==> config.mk <==
export PLATFORM = sky130hd
export DESIGN_NAME = adc_seq_ctrl
export DESIGN_NICKNAME = d
export VERILOG_FILES = /design/src/rtl/adc_seq_pkg.sv /design/src/rtl/adc_conv_timer.sv /design/src/rtl/adc_ratio_div.sv /design/src/rtl/adc_seq_ctrl.sv
export SDC_FILE = /design/constraint.sdc
export NUM_CORES = 1
export LEC_CHECK = 0
export BUFFER_PORTS_ARGS = -buffer_cell sky130_fd_sc_hd__buf_2
export CORE_AREA = 2 2 105 208
export DETAILED_ROUTE_END_ITERATION = 8
export DIE_AREA = 0 0 107 210
export GPL_ROUTABILITY_DRIVEN = 0
export PLACE_DENSITY = 0.85
export SKIP_CTS_REPAIR_TIMING = 1
export SLEW_MARGIN = 10
export SYNTH_ARGS = -nofsm -noshare
export SYNTH_HDL_FRONTEND = slang
export SYNTH_SLANG_ARGS = --single-unit
==> constraint.sdc <==
create_clock -name clk_i -period 8 [get_ports clk_i]
set_input_delay 0 -clock clk_i [delete_from_list [all_inputs] [get_ports clk_i]]
set_output_delay 0 -clock clk_i [all_outputs]
set_load 0.05 [all_outputs]
==> src/rtl/adc_seq_pkg.sv <==
package adc_seq_pkg;
  localparam int MUX_LO    = 24;
  localparam int MUX_W     = 4;
  localparam int B_IE      = 21;
  localparam int B_REFSEL  = 19;
  localparam int B_FLAG    = 18;
  localparam int B_EN      = 17;
  localparam int B_SRST    = 16;
  localparam int B_CONV    = 13;
  localparam int DIV_LO    = 1;
  localparam int DIV_W     = 8;
  localparam int RES_W     = 10;
  localparam logic [31:0] CTRL_RST = 32'h000C_0001;
  localparam logic [1:0]  SZ_WORD  = 2'b10;
endpackage

==> src/rtl/adc_conv_timer.sv <==
module adc_conv_timer #(
  parameter int PERIODS = 20,
  parameter int DIV_W   = 8,
  parameter int LEAD    = 12
) (
  input  logic             clk_i,
  input  logic             rst_ni,
  input  logic             start_i,
  input  logic             stop_i,
  input  logic [DIV_W-1:0] div_i,
  output logic             sample_o,
  output logic             done_o,
  output logic             active_o
);
  localparam int MAX_T = 2 * PERIODS * (1 << DIV_W);
  localparam int CNT_W = $clog2(MAX_T + 1);

  logic [CNT_W-1:0] rem_q;
  logic             act_q;
  logic [CNT_W-1:0] load_val;

  assign load_val = CNT_W'((32'(div_i) + 32'd1) * 32'(2 * PERIODS));

  always_ff @(posedge clk_i or negedge rst_ni) begin
    if (!rst_ni) begin
      act_q <= 1'b0;
      rem_q <= '0;
    end else if (stop_i) begin
      act_q <= 1'b0;
    end else if (start_i) begin
      act_q <= 1'b1;
      rem_q <= load_val;
    end else if (act_q) begin
      rem_q <= rem_q - 1'b1;
      if (rem_q == CNT_W'(1)) act_q <= 1'b0;
    end
  end

  assign sample_o = act_q && (rem_q == CNT_W'(LEAD)) && !start_i && !stop_i;
  assign done_o   = act_q && (rem_q == CNT_W'(1)) && !start_i && !stop_i;
  assign active_o = act_q;

  assert_count_live_R9: assert property (@(posedge clk_i) disable iff (!rst_ni)
    act_q |-> (rem_q != '0));
  assert_start_window_R9: assert property (@(posedge clk_i) disable iff (!rst_ni)
    (start_i && !stop_i) |=> (act_q && rem_q >= CNT_W'(2 * PERIODS)));
endmodule

==> src/rtl/adc_ratio_div.sv <==
module adc_ratio_div #(
  parameter int W  = 32,
  parameter int QW = 10
) (
  input  logic          clk_i,
  input  logic          rst_ni,
  input  logic          load_i,
  input  logic [W-1:0]  num_i,
  input  logic [W-1:0]  den_i,
  output logic [QW-1:0] quo_o
);
  localparam int CW = $clog2(QW + 1);

  logic [W-1:0]  rem_q, den_q;
  logic [QW-1:0] quo_q;
  logic [CW-1:0] cnt_q;
  logic          sat_q;
  logic [W:0]    shifted, diff;
  logic          take;

  assign shifted = {rem_q, 1'b0};
  assign diff    = shifted - {1'b0, den_q};
  assign take    = shifted >= {1'b0, den_q};

  always_ff @(posedge clk_i or negedge rst_ni) begin
    if (!rst_ni) begin
      rem_q <= '0;
      den_q <= '0;
      quo_q <= '0;
      cnt_q <= '0;
      sat_q <= 1'b0;
    end else if (load_i) begin
      // num >= den means the ratio is at least 2^QW: saturate
      sat_q <= (num_i >= den_i);
      rem_q <= num_i;
      den_q <= den_i;
      quo_q <= '0;
      cnt_q <= CW'(QW);
    end else if (cnt_q != '0) begin
      cnt_q <= cnt_q - 1'b1;
      quo_q <= {quo_q[QW-2:0], take};
      rem_q <= take ? diff[W-1:0] : shifted[W-1:0];
    end
  end

  assign quo_o = sat_q ? {QW{1'b1}} : quo_q;

  assert_rem_bound_R10: assert property (@(posedge clk_i) disable iff (!rst_ni)
    (cnt_q != '0 && !sat_q) |-> (rem_q < den_q));
endmodule

==> src/rtl/adc_seq_ctrl.sv <==
module adc_seq_ctrl
  import adc_seq_pkg::*;
#(
  parameter int          NCH          = 8,
  parameter int          IN_W         = 32,
  parameter int          ADDR_W       = 12,
  parameter int          CONV_PERIODS = 20,
  parameter int unsigned INT_REF      = 2000000
) (
  input  logic                clk_i,
  input  logic                rst_ni,
  input  logic                req_i,
  input  logic                we_i,
  input  logic [ADDR_W-1:0]   addr_i,
  input  logic [1:0]          size_i,
  input  logic [31:0]         wdata_i,
  output logic [31:0]         rdata_o,
  input  logic [NCH*IN_W-1:0] chan_i,
  input  logic [IN_W-1:0]     ext_ref_i,
  output logic                irq_o
);
  localparam int SEL_W = (NCH > 1) ? $clog2(NCH) : 1;
  localparam int LEAD  = RES_W + 2;
  localparam int IDX_W = ADDR_W - 2;

  logic [31:0] ctrl_q, data_q;
  logic        irq_q, ok_q;

  logic [IN_W-1:0] chan_arr [NCH];
  for (genvar g = 0; g < NCH; g++) begin : g_chan
    assign chan_arr[g] = chan_i[g*IN_W +: IN_W];
  end

  // bus decode
  logic acc, wr_ctrl, rd_ok;
  logic [IDX_W-1:0] idx;
  assign idx     = addr_i[ADDR_W-1:2];
  assign acc     = req_i && (size_i == SZ_WORD) && (addr_i[1:0] == 2'b00);
  assign wr_ctrl = acc && we_i && (idx == '0);
  assign rd_ok   = acc && !we_i;

  always_comb begin
    rdata_o = '0;
    if (rd_ok) begin
      if (idx == IDX_W'(0))      rdata_o = ctrl_q;
      else if (idx == IDX_W'(1)) rdata_o = data_q;
    end
  end

  // write effect on the control word
  logic [31:0] ctrl_wr, ctrl_base;
  logic        sreset, start, cancel, flag_clr;
  always_comb begin
    ctrl_wr         = wdata_i;
    ctrl_wr[B_FLAG] = wdata_i[B_FLAG] ? 1'b0 : ctrl_q[B_FLAG];
  end
  assign sreset   = wr_ctrl && wdata_i[B_SRST];
  assign flag_clr = wr_ctrl && wdata_i[B_FLAG];
  assign start    = wr_ctrl && !sreset && ctrl_wr[B_EN] && ctrl_wr[B_CONV] && !ctrl_q[B_CONV];
  assign cancel   = wr_ctrl && !sreset && ctrl_wr[B_EN] && !ctrl_wr[B_CONV];
  assign ctrl_base = wr_ctrl ? ctrl_wr : ctrl_q;

  // conversion window
  logic smp, done, tmr_act;
  adc_conv_timer #(
    .PERIODS(CONV_PERIODS),
    .DIV_W  (DIV_W),
    .LEAD   (LEAD)
  ) u_timer (
    .clk_i   (clk_i),
    .rst_ni  (rst_ni),
    .start_i (start),
    .stop_i  (sreset || cancel),
    .div_i   (ctrl_wr[DIV_LO +: DIV_W]),
    .sample_o(smp),
    .done_o  (done),
    .active_o(tmr_act)
  );

  // capture and ratio
  logic [MUX_W-1:0] mux;
  logic             mux_ok;
  logic [IN_W-1:0]  num_sel, ref_sel;
  logic [RES_W-1:0] quo;
  assign mux     = ctrl_q[MUX_LO +: MUX_W];
  assign mux_ok  = 32'(mux) < NCH;
  assign num_sel = mux_ok ? chan_arr[mux[SEL_W-1:0]] : '0;
  assign ref_sel = ctrl_q[B_REFSEL] ? IN_W'(INT_REF) : ext_ref_i;

  adc_ratio_div #(
    .W (IN_W),
    .QW(RES_W)
  ) u_div (
    .clk_i (clk_i),
    .rst_ni(rst_ni),
    .load_i(smp),
    .num_i (num_sel),
    .den_i (ref_sel),
    .quo_o (quo)
  );

  logic fire;
  assign fire = done && ok_q;

  logic [31:0] ctrl_d;
  always_comb begin
    ctrl_d = ctrl_base;
    if (sreset) begin
      ctrl_d = CTRL_RST;
    end else if (fire) begin
      ctrl_d[B_CONV] = 1'b0;
      if (ctrl_base[B_IE]) ctrl_d[B_FLAG] = 1'b1;
    end
  end

  always_ff @(posedge clk_i or negedge rst_ni) begin
    if (!rst_ni) begin
      ctrl_q <= CTRL_RST;
      data_q <= '0;
      irq_q  <= 1'b0;
      ok_q   <= 1'b0;
    end else begin
      ctrl_q <= ctrl_d;
      if (smp) ok_q <= mux_ok;
      if (sreset)    data_q <= '0;
      else if (fire) data_q <= 32'(quo);
      if (sreset)                         irq_q <= 1'b0;
      else if (fire && ctrl_base[B_IE])   irq_q <= 1'b1;
      else if (flag_clr)                  irq_q <= 1'b0;
    end
  end

  assign irq_o = irq_q;

  assert_irq_flag_R13: assert property (@(posedge clk_i) disable iff (!rst_ni)
    irq_o |-> ctrl_q[B_FLAG]);
  assert_srst_state_R5: assert property (@(posedge clk_i) disable iff (!rst_ni)
    sreset |=> (ctrl_q == CTRL_RST && !irq_o && !tmr_act));
  assert_fire_clears_R11: assert property (@(posedge clk_i) disable iff (!rst_ni)
    fire |=> !ctrl_q[B_CONV]);
  assert_data_source_R11: assert property (@(posedge clk_i) disable iff (!rst_ni)
    (data_q != $past(data_q)) |-> $past(fire || sreset));
  assert_bad_mux_R12: assert property (@(posedge clk_i) disable iff (!rst_ni)
    (done && !ok_q && !wr_ctrl) |=> ($stable(data_q) && ctrl_q[B_CONV] == $past(ctrl_q[B_CONV])));
endmodule

==> metrics.txt <==
I/O pins 371; H-Tree Depth 4; Leak 7.340 nW; post-placement cell count 1867; number of global-route vias before repair 12.14k; fin crit share 54.56%; Slew Limit Headroom 25.79%; WL final 44.18 mm; Syn Area/Cell 9.025 um2; Rows 75; Setup crit start ctrl_q[25]; leading area contributor after synthesis dfrtp_1; final hold vios 3; CTS tree built; final setup vio count 0; Nets 2091; pwr/cell area 122.9 nW/um2; f_max 0.2291 GHz; drt wl/cell 22.61 um; Final HPWL DP 34.21 mm; Worst R2R Start ctrl_q[25]; top post-synthesis cells by area dfrtp_1 29%, mux4_2 12%, ha_1 8.8%; first-pass GRT wire length 65.70 mm; maximum vdd drop 0.1417 mV; Post-Synth Simple-Gate Area 20.21%; final clock skew 15.44 ps; Starting Density 55.98%; critical-path maximum fanout 41; final hold slack -58.29 ps; Die Ht 210 um; min-delay worst type in -> reg; FF+latch count, synth 137; core region area 20930 um2; Iter 0 DRT Violations 1318; share of the synthesized area in the top cell type 28.62%; main combinational cell family by area after synthesis simple AND/OR/NAND/NOR gates; GR Util All Layers 38.87%; Arrival @ worst endpoint 4620 ps; Hold Path Origin ext_ref_i[4]; Post-synth ARST share 100.0%; fraction of layout cells with a size suffix above 1 30.74%; Ys Warns 0; Tightest Pin Transition 1113 ps; Mapped Cells 1298; DR vias 12.30k; MaxCap Viol Count 0; Adder-Cell Fraction of Synth Area 9.100%; kind of critical path reg -> reg; syn_nets 1720; mux share of post-synthesis cell area 17.11%; Max Slew Vio Count 0; clock tree buffer depth 2; outcome complete, but fails checks; CP endpoint kind flip-flop; top_reg_cell synth dfrtp_1; compound-cell area share of the yosys netlist 15.58%; GRT overflow 0; Antenna Violating Nets Remaining 0; Min Clock Period, post-route 4365 ps; RSZ-0062 raised after global routing no; initial antenna violation count 3; setup TNS 0 ps; die extent in x 107 um; clk root buf clkbuf_16; DR pass1 iterations 6; # DRC 0; xor/xnor share of the synthesized area 4.037%; full die area 22470 um2; sequential fraction of the synthesis area 29.30%; fin cells 1954; Sink Count 137; Clock Latency Late Sink 430 ps; Num CTS Buffers 17; Area growth syn-to-layout 26.39%; synthesized area 11710 um2; number of vias per cell 6.294; failing checks hold timing; largest net degree at the start of global routing 74; Netlist cell types 70; number of flops mapped to enable cells by yosys 0; PortBufs 369; critical path required time 8260 ps; Worst-path clk slew 60 ps; crit path launch type flip-flop
-- layer usage --
metal	global-route usage, %	wire, um	vias up
li1	-	-	5425
met1	45.94	15030	5815
met3	5.628	4107	193
met2	64.88	21680	865
met5	0	0	-
met4	26.06	3357	0
-- flip-flops by register name, summed over array words and instances (netlist names) --
register	count
u_div.cnt_q	4
u_div.rem_q	32
u_div.den_q	32
data_q	10
u_div.quo_q	10
irq_o	1
u_timer.rem_q	14
u_div.sat_q	1
u_timer.active_o	1
ctrl_q	31
ok_q	1
-- synth_stat cells, types with 6 or more instances --
master    instances
xor2_1           20
mux2i_1          54
a31oi_1           7
nor3_1           19
inv_1            43
nand2_1         167
o21bai_1          6
o21ai_2          14
mux4_2           64
o21ai_1          19
or2_2             6
nand4_1          12
clkbuf_1         48
buf_2            13
a211oi_1         18
o21ai_0          65
nand2b_1         29
xnor2_1          34
or3_1            32
a21o_1           25
nor4_1            7
nand3_1          10
buf_6             6
and3_1            8
nand3b_1         25
o21a_1            7
nor2b_1           9
and2_1           26
dfrtp_1         134
nor2_1          116
buf_1            13
a21oi_1          97
ha_1             82
-- worst paths after layout --
check / end / slack (ps) / cells past startpoint
max: u_div.sat_q / 3640 / 13
min: u_div.den_q[4] / -60 / 3
max reg2reg: u_div.sat_q / 3640 / 13
min reg2reg: ctrl_q[0] / 460 / 2
max in group asynchronous: ctrl_q[25] / 6420 / 3
min in group asynchronous: u_timer.rem_q[13] / 120 / 2
-- worst max-delay path: stages, from the launching register on --
cell,delay (ps)
dfrtp_2,950
buf_4,460
mux4_2,350
mux2i_1,230
or2_2,170
ha_1,210
nand2b_1,160
a21o_1,180
a21o_1,160
a21oi_1,180
nor3_1,70
or4_1,530
a2111oi_0,380
a21oi_1,120
-- kinds of logic (layout without fill, tap and decap cells) --
logic type      Yosys count  count (layout)
simple gates            480             480
compound gates          296             296
flops                   137             137
buf+inv                 126             510
mux                     120             120
fa+ha+maj                84              84
xor+xnor                 54              54
other cells               1               4
-- per-stage QoR --
step | util, % | cell area [um2] | power [mW] | hold WS [ps] | setup WS [ps]
after floorplan | - | 11720 | 0.8102 | -295.6 | 4004
after global placement | 65.24 | 13650 | 0.9459 | 19.20 | 3667
after detailed placement | 65.24 | 13650 | 0.9521 | 25.45 | 3632
after CTS | 68.23 | 14280 | 1.799 | -430.3 | 3620
after global routing | 70.76 | 14810 | 1.865 | 5.302 | 3363
final | 70.76 | 14810 | 1.820 | -58.29 | 3635
-- area by class of cell --
type	count	area (um2)
inverters	43	161.4
fillers	1654	6120
diodes	3	7.507
flip-flops and latches	137	3438
repair buffers	435	2479
clock buffers	18	429.2
multi-input cells	1035	7759
clock inverters	14	196.4
well taps	269	336.6
-- power breakdown --
part	internal [mW]	total (mW)	switching, mW
Sequential	0.693	0.694	0.000571
Combinational	0.141	0.271	0.131
Clock	0.524	0.855	0.331
Total	1.36	1.82	0.462
-- placed cells by master, fill, tap and decap left out, types with 31 or more instances in the layout --
master,netlist,routed
buf_2,13,368
nand2_1,167,167
dfrtp_1,134,131
nor2_1,116,116
a21oi_1,97,96
ha_1,82,82
o21ai_0,65,65
mux4_2,64,64
mux2i_1,54,54
dlygate4sd3_1,0,52
inv_1,43,43
xnor2_1,34,34
or3_1,32,31
(Power assumes the default switching activity.)
